**config.mk**
```make
export PLATFORM = sky130hd
export DESIGN_NAME = stack_rename
export DESIGN_NICKNAME = d
export VERILOG_FILES = /design/src/rtl/srn_pkg.sv /design/src/rtl/srn_tag_pick.sv /design/src/rtl/srn_free_pool.sv /design/src/rtl/srn_alias_table.sv /design/src/rtl/stack_rename.sv
export SDC_FILE = /design/constraint.sdc
export NUM_CORES = 1
export LEC_CHECK = 0
export ABC_AREA = 1
export BUFFER_PORTS_ARGS = -buffer_cell sky130_fd_sc_hd__buf_2
export CAP_MARGIN = 20
export CELL_PAD_IN_SITES_DETAIL_PLACEMENT = 0
export CELL_PAD_IN_SITES_GLOBAL_PLACEMENT = 2
export CORE_UTILIZATION = 32
export DETAILED_ROUTE_END_ITERATION = 7
export GPL_ROUTABILITY_DRIVEN = 0
export PLACE_DENSITY_LB_ADDON = 0.2
export SLEW_MARGIN = 20
export SYNTH_ARGS = -nofsm -noshare
export SYNTH_HDL_FRONTEND = slang
export SYNTH_SLANG_ARGS = --single-unit
```
**constraint.sdc**
```tcl
create_clock -name clk -period 6.1 [get_ports clk]
set_clock_uncertainty 0.1 [all_clocks]
set_input_delay 0.61 -clock clk [delete_from_list [all_inputs] [get_ports clk]]
set_output_delay 0.61 -clock clk [all_outputs]
set_load 0.01 [all_outputs]
```
**src/rtl/srn_pkg.sv**
```systemverilog
package srn_pkg;
    typedef enum logic [1:0] {
        OP_CALC = 2'd0,
        OP_PUSH = 2'd1,
        OP_POP  = 2'd2,
        OP_POP2 = 2'd3
    } stk_op_e;
endpackage

```
**src/rtl/srn_tag_pick.sv**
```systemverilog
module srn_tag_pick #(
    parameter int N = 12,
    parameter int W = $clog2(N)
) (
    input  logic [N-1:0] free_vec,
    output logic         found,
    output logic [W-1:0] idx
);
    // lowest set bit wins: scan downward so the last hit is the smallest index
    always_comb begin
        found = 1'b0;
        idx   = '0;
        for (int i = N - 1; i >= 0; i--) begin
            if (free_vec[i]) begin
                found = 1'b1;
                idx   = W'(i);
            end
        end
    end
endmodule

```
**src/rtl/srn_free_pool.sv**
```systemverilog
module srn_free_pool #(
    parameter int TAG_CNT = 12,
    parameter int TAG_W   = $clog2(TAG_CNT)
) (
    input  logic               clk,
    input  logic               rst_n,
    input  logic               take,
    input  logic [TAG_CNT-1:0] release_mask,
    output logic [TAG_CNT-1:0] free_vec,
    output logic               avail,
    output logic [TAG_W-1:0]   pick
);
    typedef struct packed {
        logic [TAG_CNT-1:0] free;
    } pool_t;

    pool_t st_q, st_d;

    srn_tag_pick #(.N(TAG_CNT), .W(TAG_W)) pick_i (
        .free_vec (st_q.free),
        .found    (avail),
        .idx      (pick)
    );

    // a returned tag was not free this cycle, so it never collides with pick
    always_comb begin
        st_d      = st_q;
        st_d.free = st_q.free | release_mask;
        if (take) begin
            st_d.free[pick] = 1'b0;
        end
    end

    always_ff @(posedge clk) begin
        if (!rst_n) begin
            st_q.free <= '1;
        end else begin
            st_q <= st_d;
        end
    end

    assign free_vec = st_q.free;
endmodule

```
**src/rtl/srn_alias_table.sv**
```systemverilog
module srn_alias_table
    import srn_pkg::*;
#(
    parameter int POS_CNT = 8,
    parameter int POS_W   = $clog2(POS_CNT),
    parameter int TAG_W   = 4
) (
    input  logic                            clk,
    input  logic                            rst_n,
    input  logic                            commit,
    input  logic                            op_en,
    input  stk_op_e                         op,
    input  logic [TAG_W-1:0]                new_tag,
    input  logic                            xch_en,
    input  logic [POS_W-1:0]                xch_idx,
    output logic [POS_W-1:0]                top,
    output logic [POS_CNT-1:0]              vld,
    output logic [POS_CNT-1:0][TAG_W-1:0]   tag_map,
    output logic                            xch_ok
);
    typedef struct packed {
        logic [POS_W-1:0]              top;
        logic [POS_CNT-1:0]            vld;
        logic [POS_CNT-1:0][TAG_W-1:0] tag;
    } tbl_t;

    tbl_t st_q, st_d;
    tbl_t post;
    tbl_t swapped;
    logic [POS_W-1:0] t_dn, t_up1, t_up2;
    logic [POS_W-1:0] xa, xb;

    always_comb begin
        t_dn  = st_q.top - POS_W'(1);
        t_up1 = st_q.top + POS_W'(1);
        t_up2 = st_q.top + POS_W'(2);

        // stage 1: stack adjustment of the operation
        post = st_q;
        if (op_en) begin
            case (op)
                OP_PUSH: begin
                    post.top        = t_dn;
                    post.vld[t_dn]  = 1'b1;
                    post.tag[t_dn]  = new_tag;
                end
                OP_POP: begin
                    post.vld[st_q.top] = 1'b0;
                    post.top           = t_up1;
                end
                OP_POP2: begin
                    post.vld[st_q.top] = 1'b0;
                    post.vld[t_up1]    = 1'b0;
                    post.top           = t_up2;
                end
                OP_CALC: begin
                    post.tag[st_q.top] = new_tag;
                end
            endcase
        end

        // stage 2: exchange on the adjusted stack
        xa     = post.top;
        xb     = post.top + xch_idx;
        xch_ok = post.vld[xa] & post.vld[xb];

        swapped = post;
        if (xch_en) begin
            swapped.tag[xa] = post.tag[xb];
            swapped.tag[xb] = post.tag[xa];
        end

        st_d = commit ? swapped : st_q;
    end

    always_ff @(posedge clk) begin
        if (!rst_n) begin
            st_q.top <= '0;
            st_q.vld <= '0;
            st_q.tag <= '0;
        end else begin
            st_q <= st_d;
        end
    end

    assign top     = st_q.top;
    assign vld     = st_q.vld;
    assign tag_map = st_q.tag;
endmodule

```
**src/rtl/stack_rename.sv**
```systemverilog
module stack_rename
    import srn_pkg::*;
#(
    parameter int POS_CNT = 8,
    parameter int TAG_CNT = 12,
    localparam int POS_W  = $clog2(POS_CNT),
    localparam int TAG_W  = $clog2(TAG_CNT)
) (
    input  logic             clk,
    input  logic             rst_n,
    input  logic             op_valid,
    input  logic [1:0]       op_kind,
    input  logic [POS_W-1:0] op_idx,
    input  logic             xch_valid,
    input  logic [POS_W-1:0] xch_idx,
    output logic             accept,
    output logic             stall,
    output logic             overflow,
    output logic             underflow,
    output logic [TAG_W-1:0] src_a_tag,
    output logic [TAG_W-1:0] src_b_tag,
    output logic [TAG_W-1:0] dst_tag
);
    typedef struct packed {
        logic               ovf;
        logic               unf;
        logic               stall;
        logic               acc;
        logic               take;
        logic [TAG_CNT-1:0] rel;
    } ctl_t;

    stk_op_e                       kind;
    ctl_t                          ctl;
    logic [POS_W-1:0]              tbl_top;
    logic [POS_CNT-1:0]            tbl_vld;
    logic [POS_CNT-1:0][TAG_W-1:0] tbl_tag;
    logic                          tbl_xch_ok;
    logic [TAG_CNT-1:0]            pool_free;
    logic                          pool_avail;
    logic [TAG_W-1:0]              pool_pick;
    logic [POS_W-1:0]              s0, s1, sb, s_last, b_idx;
    logic                          is_push, is_pop, is_pop2, is_calc, needs_tag, unf_op, unf_x;

    assign kind = stk_op_e'(op_kind);

    always_comb begin
        is_push   = op_valid && (kind == OP_PUSH);
        is_pop    = op_valid && (kind == OP_POP);
        is_pop2   = op_valid && (kind == OP_POP2);
        is_calc   = op_valid && (kind == OP_CALC);
        needs_tag = is_push || is_calc;

        b_idx  = (kind == OP_POP2) ? POS_W'(1) : op_idx;
        s0     = tbl_top;
        s1     = tbl_top + POS_W'(1);
        sb     = tbl_top + b_idx;
        s_last = tbl_top - POS_W'(1);

        unf_op = (is_pop  && !tbl_vld[s0])
              || (is_pop2 && !(tbl_vld[s0] && tbl_vld[s1]))
              || (is_calc && !(tbl_vld[s0] && tbl_vld[sb]));
        unf_x  = xch_valid && !tbl_xch_ok;

        ctl       = '0;
        ctl.ovf   = is_push && tbl_vld[s_last];
        ctl.unf   = unf_op || unf_x;
        ctl.stall = needs_tag && !pool_avail && !ctl.ovf && !ctl.unf;
        ctl.acc   = (op_valid || xch_valid) && !ctl.ovf && !ctl.unf && !ctl.stall;
        ctl.take  = ctl.acc && needs_tag;

        if (ctl.acc && (is_pop || is_pop2 || is_calc)) begin
            ctl.rel[tbl_tag[s0]] = 1'b1;
        end
        if (ctl.acc && is_pop2) begin
            ctl.rel[tbl_tag[s1]] = 1'b1;
        end
    end

    srn_free_pool #(.TAG_CNT(TAG_CNT), .TAG_W(TAG_W)) pool_i (
        .clk          (clk),
        .rst_n        (rst_n),
        .take         (ctl.take),
        .release_mask (ctl.rel),
        .free_vec     (pool_free),
        .avail        (pool_avail),
        .pick         (pool_pick)
    );

    srn_alias_table #(.POS_CNT(POS_CNT), .POS_W(POS_W), .TAG_W(TAG_W)) table_i (
        .clk      (clk),
        .rst_n    (rst_n),
        .commit   (ctl.acc),
        .op_en    (op_valid),
        .op       (kind),
        .new_tag  (pool_pick),
        .xch_en   (xch_valid),
        .xch_idx  (xch_idx),
        .top      (tbl_top),
        .vld      (tbl_vld),
        .tag_map  (tbl_tag),
        .xch_ok   (tbl_xch_ok)
    );

    assign accept    = ctl.acc;
    assign stall     = ctl.stall;
    assign overflow  = ctl.ovf;
    assign underflow = ctl.unf;
    assign src_a_tag = tbl_tag[s0];
    assign src_b_tag = tbl_tag[sb];
    assign dst_tag   = pool_pick;
endmodule

```
==> qor.log <==
qor: layout.drive_above_1_share 7.59%
qor: clocking.root_buffer sky130_fd_sc_hd__clkbuf_16
qor: layout.layout-area-overhead-vs-synth 7.16%
qor: setup_path.crit_fanout 14
qor: power.vdd_ir_drop_max 0.000134 V
qor: setup_path.max_stage_delay 0.75 ns
qor: layout.finalInstanceArea 0.00764 sq mm
qor: placed_design.dp_hpwl 25.8 mm
qor: global_route.grt_start_max_net_pins 72
qor: routing.wire_per_inst 20.3 um
qor: worst_hold_path.holdCritPathClass reg -> reg
qor: clocking.cts_htree_levels 2
qor: floorplan.die_area 0.0229 sq mm
qor: clocking.clkLatencyLatePin 0.31 ns
qor: floorplan.core.rowCount 54
qor: routing.drt_pre_antenna_iters 6
qor: floorplan.core_region_area 0.0218 sq mm
qor: synthesis.synth.lib_cells_used.distinct 49
qor: routing.detailroute.via_count 9,012
qor: synthesis.register_area_share_after_synthesis 15.4%
qor: synthesis.edff_count_synth 0
qor: clocking.cts_repair_resize_count 0
qor: layout.num_antenna_cells 0
qor: setup_path.cp_cell_sequence inv_1 -> buf_4 -> ha_1 -> clkinv_1 -> a21oi_1 -> o221ai_2 -> o21ai_2 -> inv_4 -> fa_1 -> inv_1 -> nand2_1 -> nand2_1 -> nand2_1 -> nand3_2 -> a21boi_0 -> inv_1 -> nor3_1 -> buf_2
qor: global_route.first_global_vias 8,012
qor: timing.worst-slew-pin-transition 1.02 ns
qor: clocking.path_clk_slew 0.09 ns
qor: timing.finalHoldViolations 0
qor: placed_design.place_ws 0.700 ns
qor: synthesis.synth-seq-cells 55
qor: power.cellPowerDensity 284 mW/mm^2
qor: timing.finalCritPeriodShare 87.3%
qor: setup_path.timing_worst_setup_path_type reg -> out
qor: placed_design.buffer_ports.inserted 27
qor: timing.worst_hold_slack 0.384 ns
qor: timing.fin_crit 5.32 ns
qor: synthesis.synth.net_count 1,374
qor: global_route.antenna_found_initial 0
qor: floorplan.pin_count 28
qor: timing.rsz0062_at_grt false
qor: timing.finalWorstSetupSlack 0.778 ns
qor: timing.post_route_setup_tns 0 ns
qor: placed_design.dp_cells 1,616
qor: floorplan.die_h 151 um
qor: timing.max_freq 0.188 GHz
qor: flow_run.maxCapViolations 0
qor: layout.post_layout_nonfiller_instances 1,624
qor: layout.final_common_cell sky130_fd_sc_hd__nand2_1
qor: global_route.global_route_wire_length_before_repair 49.5 mm
qor: timing.setup-violations-final 0
qor: synthesis.async_reset_ff_share 0%
qor: clocking.number_of_buffers_inserted_by_hold_repair_at_cts 0
qor: floorplan.initial_standard_cell_utilization_of_the_core 32.7%
qor: setup_path.worst-endpoint-required 5.39 ns
qor: setup_path.critical_path.endpoint_type output pin
qor: layout.most-common-layout-cells sky130_fd_sc_hd__nand2_1 (480), sky130_fd_sc_hd__o21ai_0 (158), sky130_fd_sc_hd__inv_1 (130), sky130_fd_sc_hd__a21oi_1 (126), sky130_fd_sc_hd__nor2_1 (99)
qor: clocking.cts_num_sinks 55
qor: placed_design.placed_area 0.00748 sq mm
qor: synthesis.synthesis.area 0.00713 sq mm
qor: routing.detail-route-antenna-nets 0
qor: floorplan.die_w 151 um
qor: routing.drt-vias-per-instance 5.55
qor: synthesis.ys_dominant_reg_cell sky130_fd_sc_hd__dfxtp_1
qor: layout.post_layout_net_count 1,365
qor: worst_hold_path.worst_hold_path.num_cells 2
qor: setup_path.r2r_cells 24
qor: power.total_leakage_power 3.46 nW
qor: global_route.groute.usage.overall 29.1%
qor: clocking.cts_tree built
qor: routing.initialDrtViolationCount 923
qor: global_route.grt.overflow.total 0
qor: setup_path.cp-start-kind flip-flop
qor: synthesis.post_synth_inst_count 1,352
qor: timing.slew_viol_final 0
qor: clocking.post_cts_buffers 0
qor: setup_path.cp.arrival 4.61 ns
qor: routing.remaining_drc_errors 0
qor: synthesis.yosys_warnings 0
qor: run_status.run_status finished, final reports clean
qor: setup_path.worst-r2r-setup-slack 0.89 ns
qor: timing.timing.slew.headroom 31.7%
qor: synthesis.postSynthAreaPerCell 5.27 sq um
qor: setup_path.crit_path_top_delay_cell sky130_fd_sc_hd__fa_1
qor: clocking.cts_inserted_buffers 5
qor: routing.wirelength 33.0 mm
qor: clocking.cts_buffer_depth 2
final timing paths:
| path | from | endpoint |
|---|---|---|
| setup / recovery | table_i.top[1] | stall |
| hold reg to reg | table_i.tag_map[11] | table_i.tag_map[11] |
| hold / removal | table_i.tag_map[11] | table_i.tag_map[11] |
| setup reg to reg | table_i.top[1] | table_i.tag_map[1] |
cells by family after synthesis:
logic type / after synthesis / share of synthesized area (%)
buffers and inverters: 203 / 11.3
and+or+nand+nor: 726 / 43.6
DFF: 55 / 15.4
xor gates and xnor gates: 6 / 1.00
AOI/OAI and AO/OA: 352 / 26.6
adders and majority gates: 10 / 1.97
per-layer routing:
metal / share of wire (%) / vias up / global-route usage (%)
met5: 0 / - / 0
met1: 48 / 4151 / 42.9
met4: 2.3 / 0 / 7.90
li1: - / 4419 / -
met3: 7.3 / 52 / 2.50
met2: 42 / 390 / 44.6
critical path, delay by kind of cell (launching register included):
family / cells / cell delay (ns)
DFF: 1 / 0.33
adders and majority gates: 2 / 1.28
and+or+nand+nor: 5 / 0.55
AOI/OAI and AO/OA: 4 / 0.89
buffers and inverters: 7 / 1.25
final cells by class:
type | count | area [sq um]
inverters | 142 | 538
flip-flops and latches | 55 | 1100
well taps | 280 | 350
multi-input cells | 1094 | 5220
clock buffers | 5 | 125
fillers | 2663 | 14200
clock inverters | 3 | 33.8
repair buffers | 45 | 270
flip-flops by register name, summed over array words and instances, names as in the netlist:
signal and flops:
pool_i.free_vec 12, table_i.tag_map 32, table_i.top 3, table_i.vld 8
through the flow:
step	utilization [%]	power, mW
2_1_floorplan	-	1.38
3_3_place_gp	34.3	1.83
3_5_place_dp	34.3	1.82
4_1_cts	35.0	2.15
5_1_grt	35.0	2.33
6_report	35.0	2.17
power by group:
part | internal, mW | leakage [nW] | switching, mW
Combinational | 0.366 | 2.93 | 0.997
Sequential | 0.405 | 0.451 | 0.0765
Clock | 0.160 | 0.0776 | 0.164
Yosys cell counts (3+ instances only):
cell | count | area (sq um)
sky130_fd_sc_hd__nand2_2 | 6 | 37.5
sky130_fd_sc_hd__nor3_4 | 7 | 114
sky130_fd_sc_hd__clkbuf_1 | 44 | 165
sky130_fd_sc_hd__nor3_2 | 3 | 30.0
sky130_fd_sc_hd__inv_2 | 6 | 22.5
sky130_fd_sc_hd__nand4_1 | 12 | 75.1
sky130_fd_sc_hd__xor2_1 | 3 | 26.3
sky130_fd_sc_hd__buf_6 | 3 | 33.8
sky130_fd_sc_hd__nor2_1 | 99 | 372
sky130_fd_sc_hd__or2_2 | 6 | 37.5
sky130_fd_sc_hd__nand3_2 | 3 | 30.0
sky130_fd_sc_hd__o211ai_1 | 6 | 45.0
sky130_fd_sc_hd__o22ai_1 | 13 | 81.3
sky130_fd_sc_hd__a31oi_1 | 21 | 131
sky130_fd_sc_hd__buf_2 | 9 | 45.0
sky130_fd_sc_hd__nand3_1 | 91 | 455
sky130_fd_sc_hd__buf_1 | 3 | 11.3
sky130_fd_sc_hd__o21bai_1 | 9 | 67.6
sky130_fd_sc_hd__nor2_2 | 4 | 25.0
sky130_fd_sc_hd__ha_1 | 8 | 100
sky130_fd_sc_hd__o21ai_0 | 158 | 791
sky130_fd_sc_hd__inv_1 | 130 | 488
sky130_fd_sc_hd__a22oi_1 | 3 | 22.5
sky130_fd_sc_hd__nor2_4 | 3 | 33.8
sky130_fd_sc_hd__nor3_1 | 6 | 30.0
sky130_fd_sc_hd__a211oi_1 | 3 | 22.5
sky130_fd_sc_hd__o21ai_1 | 5 | 25.0
sky130_fd_sc_hd__dfxtp_1 | 55 | 1100
sky130_fd_sc_hd__a21oi_1 | 126 | 631
sky130_fd_sc_hd__clkinv_1 | 4 | 15.0
sky130_fd_sc_hd__nand2_1 | 480 | 1800
Power figures use the tool's default switching activity.
